File: config.mk
export PLATFORM = sky130hd
export DESIGN_NAME = cond_branch_unit
export DESIGN_NICKNAME = d
export VERILOG_FILES = /design/src/rtl/cond_branch_unit.sv
export SDC_FILE = /design/constraint.sdc
export NUM_CORES = 1
export LEC_CHECK = 0
export ABC_AREA = 1
export BUFFER_PORTS_ARGS = -buffer_cell sky130_fd_sc_hd__buf_2
export CAP_MARGIN = 20
export CORE_ASPECT_RATIO = 1.25
export CORE_UTILIZATION = 49
export DETAILED_ROUTE_END_ITERATION = 8
export PLACE_DENSITY = 0.79
export SYNTH_ARGS = -nofsm -noshare
export SYNTH_HDL_FRONTEND = slang
export SYNTH_SLANG_ARGS = --single-unit
File: constraint.sdc
create_clock -name clk -period 1.16 [get_ports clk]
set_input_delay 0.174 -clock clk [delete_from_list [all_inputs] [get_ports clk]]
set_output_delay 0.174 -clock clk [all_outputs]
set_load 0.02 [all_outputs]
File: src/rtl/cond_branch_unit.sv
module cond_branch_unit #(
  parameter int WORD_W = 32,
  parameter int ADDR_W = 32
) (
  input  logic              clk,
  input  logic              rst_n,
  input  logic              cmd_valid,
  input  logic [1:0]        cmd_op,
  input  logic [2:0]        test_sel,
  input  logic [WORD_W-1:0] opnd_a,
  input  logic [WORD_W-1:0] opnd_b,
  input  logic [ADDR_W-1:0] ip_next,
  output logic              cond_flag,
  output logic              br_valid,
  output logic              br_taken,
  output logic [ADDR_W-1:0] br_target
);
  localparam logic [1:0] OP_TEST = 2'd0;
  localparam logic [1:0] OP_JABS = 2'd1;
  localparam logic [1:0] OP_JREL = 2'd2;

  logic              is_test, is_jump;
  logic              test_res;
  logic [ADDR_W-1:0] abs_addr, rel_ofs, taken_addr;
  logic              eq, lt, a_zero;

  assign is_test = cmd_valid && cmd_op == OP_TEST;
  assign is_jump = cmd_valid && (cmd_op == OP_JABS || cmd_op == OP_JREL);

  assign eq     = opnd_a == opnd_b;
  assign lt     = $signed(opnd_a) < $signed(opnd_b);
  assign a_zero = opnd_a == '0;

  always_comb begin
    case (test_sel)
      3'd0:    test_res = eq;
      3'd1:    test_res = !eq;
      3'd2:    test_res = lt;
      3'd3:    test_res = lt || eq;
      3'd4:    test_res = !(lt || eq);
      3'd5:    test_res = !lt;
      3'd6:    test_res = a_zero;
      default: test_res = !a_zero;
    endcase
  end

  generate
    if (WORD_W >= ADDR_W) begin : g_narrow
      assign abs_addr = opnd_a[ADDR_W-1:0];
      assign rel_ofs  = opnd_a[ADDR_W-1:0];
    end else begin : g_widen
      assign abs_addr = {{(ADDR_W-WORD_W){1'b0}}, opnd_a};
      assign rel_ofs  = {{(ADDR_W-WORD_W){opnd_a[WORD_W-1]}}, opnd_a};
    end
  endgenerate

  assign taken_addr = (cmd_op == OP_JABS) ? abs_addr : ip_next + rel_ofs;

  always_ff @(posedge clk or negedge rst_n) begin
    if (!rst_n) begin
      cond_flag <= 1'b0;
      br_valid  <= 1'b0;
      br_taken  <= 1'b0;
      br_target <= '0;
    end else begin
      if (is_test) cond_flag <= test_res;
      br_valid <= is_jump;
      br_taken <= is_jump && cond_flag;
      if (is_jump) br_target <= cond_flag ? taken_addr : ip_next;
    end
  end
endmodule

==> impl_metrics.tcl, run 1 <==
set metrics [dict create \
    run_status "did not finish" \
    haltStage "global routing (5_1_grt)" \
    error_line "[ERROR GRT-0232] Routing congestion too high. Check the congestion heatmap in the GUI." \
    place_congestion 0.935 \
    die_h_um 113 \
    overflow 33 \
    start_util 0.501 \
    cts-root-buf "clkbuf_16" \
    syn_area_per_cell_um2 6.25 \
    synthAdderAreaFrac 0.174 \
    worstEpCategory "sequential cell input" \
    ys_ff_latch 35 \
    synth_xor_area_frac 0.0311 \
    synthCells 767 \
    grt.total_usage 0.762 \
    yosysSeqAreaShare 0.183 \
    synth_top_family_by_area "simple AND/OR/NAND/NOR gates" \
    syn_nets 937 \
    numCtsBuffers 5 \
    pin_count 139 \
    synth_warnings 0 \
    synth_simple_gate_area_frac 0.268 \
    cts.path.max_buffers 2 \
    cts.sinks 35 \
    grt_max_degree 36 \
    htree_levels 2 \
    post-place-cells 1145 \
    synthMuxAreaShare 0 \
    syn_area_um2 4790 \
    rows 40 \
    hpwlAfterDp_um 16000 \
    synthDistinctLibCells 32 \
    synth_compound_area_frac 0.250 \
    die_w_um 90.4 \
    crit_endpoint "cond_flag$_DFFE_PN0P_/D" \
    port_buffers 138 \
]
## per-layer routing
layer	GRT usage	GRT overflow
met5	0.147	0
met3	0.556	0
met1	0.759	0
met4	0.791	8
met2	0.970	25
## cells by family after synthesis
| kind of cell | Yosys count |
|---|---|
| AOI/OAI and AO/OA | 221 |
| xor gates and xnor gates | 17 |
| adders and majority gates | 66 |
| buffers and inverters | 120 |
| DFF | 35 |
| and+or+nand+nor | 308 |
## per-stage QoR
step,setup TNS [ns],utilization,area [µm²],worst slack (ns)
floorplan,-9.56,-,5500,-0.549
global placement,-20.98,0.767,7330,-0.909
detailed placement,-22.99,0.767,7330,-0.994
CTS,-10.97,0.874,8350,-0.532
## synth_stat cells
cell / n / share of area
or2_2: 4 / 0.0052
o21a_1: 7 / 0.011
nand4_1: 12 / 0.016
nor3_1: 10 / 0.010
o21ai_1: 3 / 0.0031
nand3b_1: 2 / 0.0031
a21oi_1: 142 / 0.15
inv_2: 1 / 0.00078
xnor2_1: 3 / 0.0055
nor2_2: 1 / 0.0013
nor2_1: 92 / 0.072
a21boi_1: 1 / 0.0016
a21boi_0: 1 / 0.0016
a41oi_1: 1 / 0.0018
a21boi_4: 1 / 0.0039
fa_1: 1 / 0.0042
nand2_1: 141 / 0.11
buf_2: 1 / 0.0010
nor4_1: 2 / 0.0026
nor3_2: 1 / 0.0021
o21bai_2: 1 / 0.0024
nand3_1: 43 / 0.045
dfrtp_1: 35 / 0.18
xor2_1: 14 / 0.026
ha_1: 65 / 0.17
o21bai_1: 4 / 0.0063
inv_1: 100 / 0.078
o21ai_0: 47 / 0.049
o21ai_2: 2 / 0.0037
a21o_1: 11 / 0.017
clkbuf_1: 17 / 0.013
clkinv_1: 1 / 0.00078
## what timing repair did
action                     4_1_cts
pin swaps                       94
buffers inserted                20
hold buffers                     1
setup endpoints to repair       32
gates resized for setup        192
hold endpoints to repair        35
==> run 2, diff against run 1 <==
- CORE_ASPECT_RATIO: 1.25 -> not set
- CORE_UTILIZATION: 49 -> 35
- PLACE_DENSITY: 0.79 -> not set
- PLACE_DENSITY_LB_ADDON: not set -> 0.15
- clock period: 1.16 -> 1.5 ns (I/O delays scaled with it)
==> run 2 against run 1 <==
The flow now finishes, with violations (negative setup slack). Synthesized cell count did not move. Area after synthesis did not move.
==> impl_metrics.tcl, run 2 <==
set metrics [dict create \
    slew_viol_final 0 \
    mostFrequentLayoutCells "buf_4 (128), a21oi_1 (110), buf_2 (102)" \
    num-nets-final 1214 \
    fin_skew_ns 0.00490 \
    max_freq_ghz 0.588 \
    r2r_slack_ns 0.29 \
    end_kind "flop" \
    cts_tree "done" \
    regMostFlops "br_target" \
    synth_top_area_share 0.183 \
    p_comb_frac 0.614 \
    hpwlAfterDp_um 13900 \
    critPathCapture "br_target[26]" \
    switching_share 0.429 \
    cp_cell_sequence "buf_8 > ha_4 > inv_2 > fa_2 > inv_2 > nand3_2 > nand2_4 > a21boi_4 > o21bai_4 > nand4_1 > nand3_1 > nand2_1 > o21ai_1 > a21oi_1" \
    vias_per_cell 5.18 \
    cts.path.max_buffers 2 \
    overflow 0 \
    area_growth_syn_to_layout_pct 85.7 \
    synth_edf_count 0 \
    hold_violations 0 \
    drive_gt1_frac 0.513 \
    hold_path_class "primary input to flop" \
    async_flop_share 1.00 \
    post-place-cells 1177 \
    die_h_um 119 \
    start_kind "primary input" \
    synthDistinctLibCells 32 \
    ys_ff_latch 35 \
    crit_arrival_ns 1.88 \
    run_status "finished, violations left" \
    clockPowerShare 0.181 \
    p_sw_mw 2.76 \
    hold_depth 4 \
    place_congestion 0.913 \
    rsz0062_at_grt "true" \
    violations "negative setup slack" \
    num-fill-cells 1088 \
    port_buffers 138 \
    syn_nets 937 \
    drc 0 \
    worstSkewPairLatency_ns 0.29 \
    drv_cap 0 \
    yosysSeqAreaShare 0.183 \
    grt_pass1_vias 6044 \
    worst-path-max-fanout 4 \
    p_int_mw 3.68 \
    fin_ws_ns -0.201 \
    powerDensity_nw_per_um2 724 \
    cts.clk_slew.worst_paths_ns 0.06 \
    cts.sinks 35 \
    p_leak_nw 4.16 \
    hp-start "cmd_valid" \
    drt_iter0_drc 355 \
    numCtsBuffers 5 \
    min_period_ns 1.70 \
    worst_path_max_delay_cell "fa_2" \
    setup_viol 26 \
    dieArea_um2 14200 \
    antenna_found_initial 0 \
    placed_area_um2 7220 \
    post-synth-top-count-cell "a21oi_1" \
    coreArea_um2 13300 \
    via_count 6322 \
    crit_path_frequent_cell "inv_2" \
    htree_levels 2 \
    synth_top_cell_by_area "dfrtp_1" \
    drtAntennaViolNets 0 \
    final_area_um2 8890 \
    p_total_mw 6.44 \
    firstDrtPassIters 5 \
    syn_area_per_cell_um2 6.25 \
    seq_power_share 0.206 \
    final_common_cell "buf_4" \
    relSlewSlack 0.776 \
    pin_count 139 \
    rows 42 \
    finalCritPeriodShare 1.13 \
    register_area_um2 876 \
    r2r_end "br_target[24]" \
    synth_warnings 0 \
    worstSetupStartpoint "ip_next[0]" \
    grt.total_usage 0.257 \
    largest_reg_flops 32 \
    yosys-top-cells-count "a21oi_1 (142), nand2_1 (141), inv_1 (100)" \
    cts-root-buf "clkbuf_16" \
    antennaDiodeCount 0 \
    reg2reg_from "cond_flag" \
    die_w_um 119 \
    grt_pass1_wl_um 29200 \
    cpPeakStageDelay_ns 0.34 \
    synthCells 767 \
    peakVddDrop_mv 0.621 \
    multi_input_area_um2 5000 \
    fin_hold_ws_ns 0.224 \
    tightest_slew_ns 0.332 \
    tns_ns -2.46 \
    start_util 0.360 \
    syn_area_um2 4790 \
    final_cells 1221 \
    routed_wl_um 18900 \
    wl_per_cell_um 15.5 \
    synthFlopType "dfrtp_1" \
    required_ns 1.68 \
    crit_type "primary input to flop" \
    synth_area_leaders "dfrtp_1 (18%), ha_1 (17%), a21oi_1 (15%)" \
    reg2regPathDepth 5 \
    grt_max_degree 62 \
]
[run 2: cell counts after synthesis]
No cell type changed its count.
[run 2: worst min path at each step]
stage | end | slack, ns
after detailed placement | br_target[11] | 0.22
after floorplan | br_taken | -0.07
after global placement | br_target[11] | 0.21
after CTS | cond_flag | 0.22
final | cond_flag | 0.22
after global routing | br_target[12] | 0.25
[run 2: cell type report]
cell class / instances / area share
multi-input combinational: 612 / 0.562
timing repair buffer: 288 / 0.249
sequential: 35 / 0.0985
inverter: 102 / 0.0478
tap: 176 / 0.0248
clock buffer: 8 / 0.0176
[run 2: critical path, delay by kind of cell]
kind,cells,cell delay [ns]
buf+inv,3,0.17
compound gates,4,0.49
fa+ha+maj,2,0.46
simple gates,5,0.53
[run 2: metrics by stage]
step	worst slack, ns	util
5_1_grt	-0.276	0.669
3_3_place_gp	-0.564	0.543
2_1_floorplan	-0.260	-
6_report	-0.201	0.669
4_1_cts	-0.185	0.621
3_5_place_dp	-0.569	0.543
[run 2: cell families after synthesis]
kind of cell    after synthesis  share of synthesized area
fa+ha+maj                    66                      0.174
flops                        35                      0.183
buf+inv                     120                     0.0943
xor+xnor                     17                     0.0311
simple gates                308                      0.268
compound gates              221                      0.250
[run 2: power groups by stage]
| stage | clock network (mW) | logic, mW | registers [mW] |
|---|---|---|---|
| after global placement | 0 | 3.13 | 1.34 |
| final | 1.16 | 3.95 | 1.32 |
| after CTS | 1.19 | 3.56 | 1.33 |
| after global routing | 1.22 | 4.28 | 1.35 |
| after detailed placement | 0 | 3.15 | 1.34 |
| after floorplan | 0 | 1.53 | 1.64 |
[run 2: what timing repair did]
| action | CTS | global route |
|---|---|---|
| setup endpoints to repair | 27 | 28 |
| endpoints found under the hold margin | 35 | 0 |
| hold buffers | 1 | 0 |
| pin swaps | 105 | 110 |
| setup buffers | 20 | 18 |
| resized for setup | 192 | 130 |
[run 2: layer usage]
layer | track usage | share of wire | vias to the layer above
met5 | 0 | 0 | -
met4 | 0.0601 | 0.017 | 0
met3 | 0.0326 | 0.048 | 24
met2 | 0.442 | 0.48 | 207
met1 | 0.338 | 0.46 | 2960
li1 | - | - | 3131
Power figures use the tool's default switching activity.
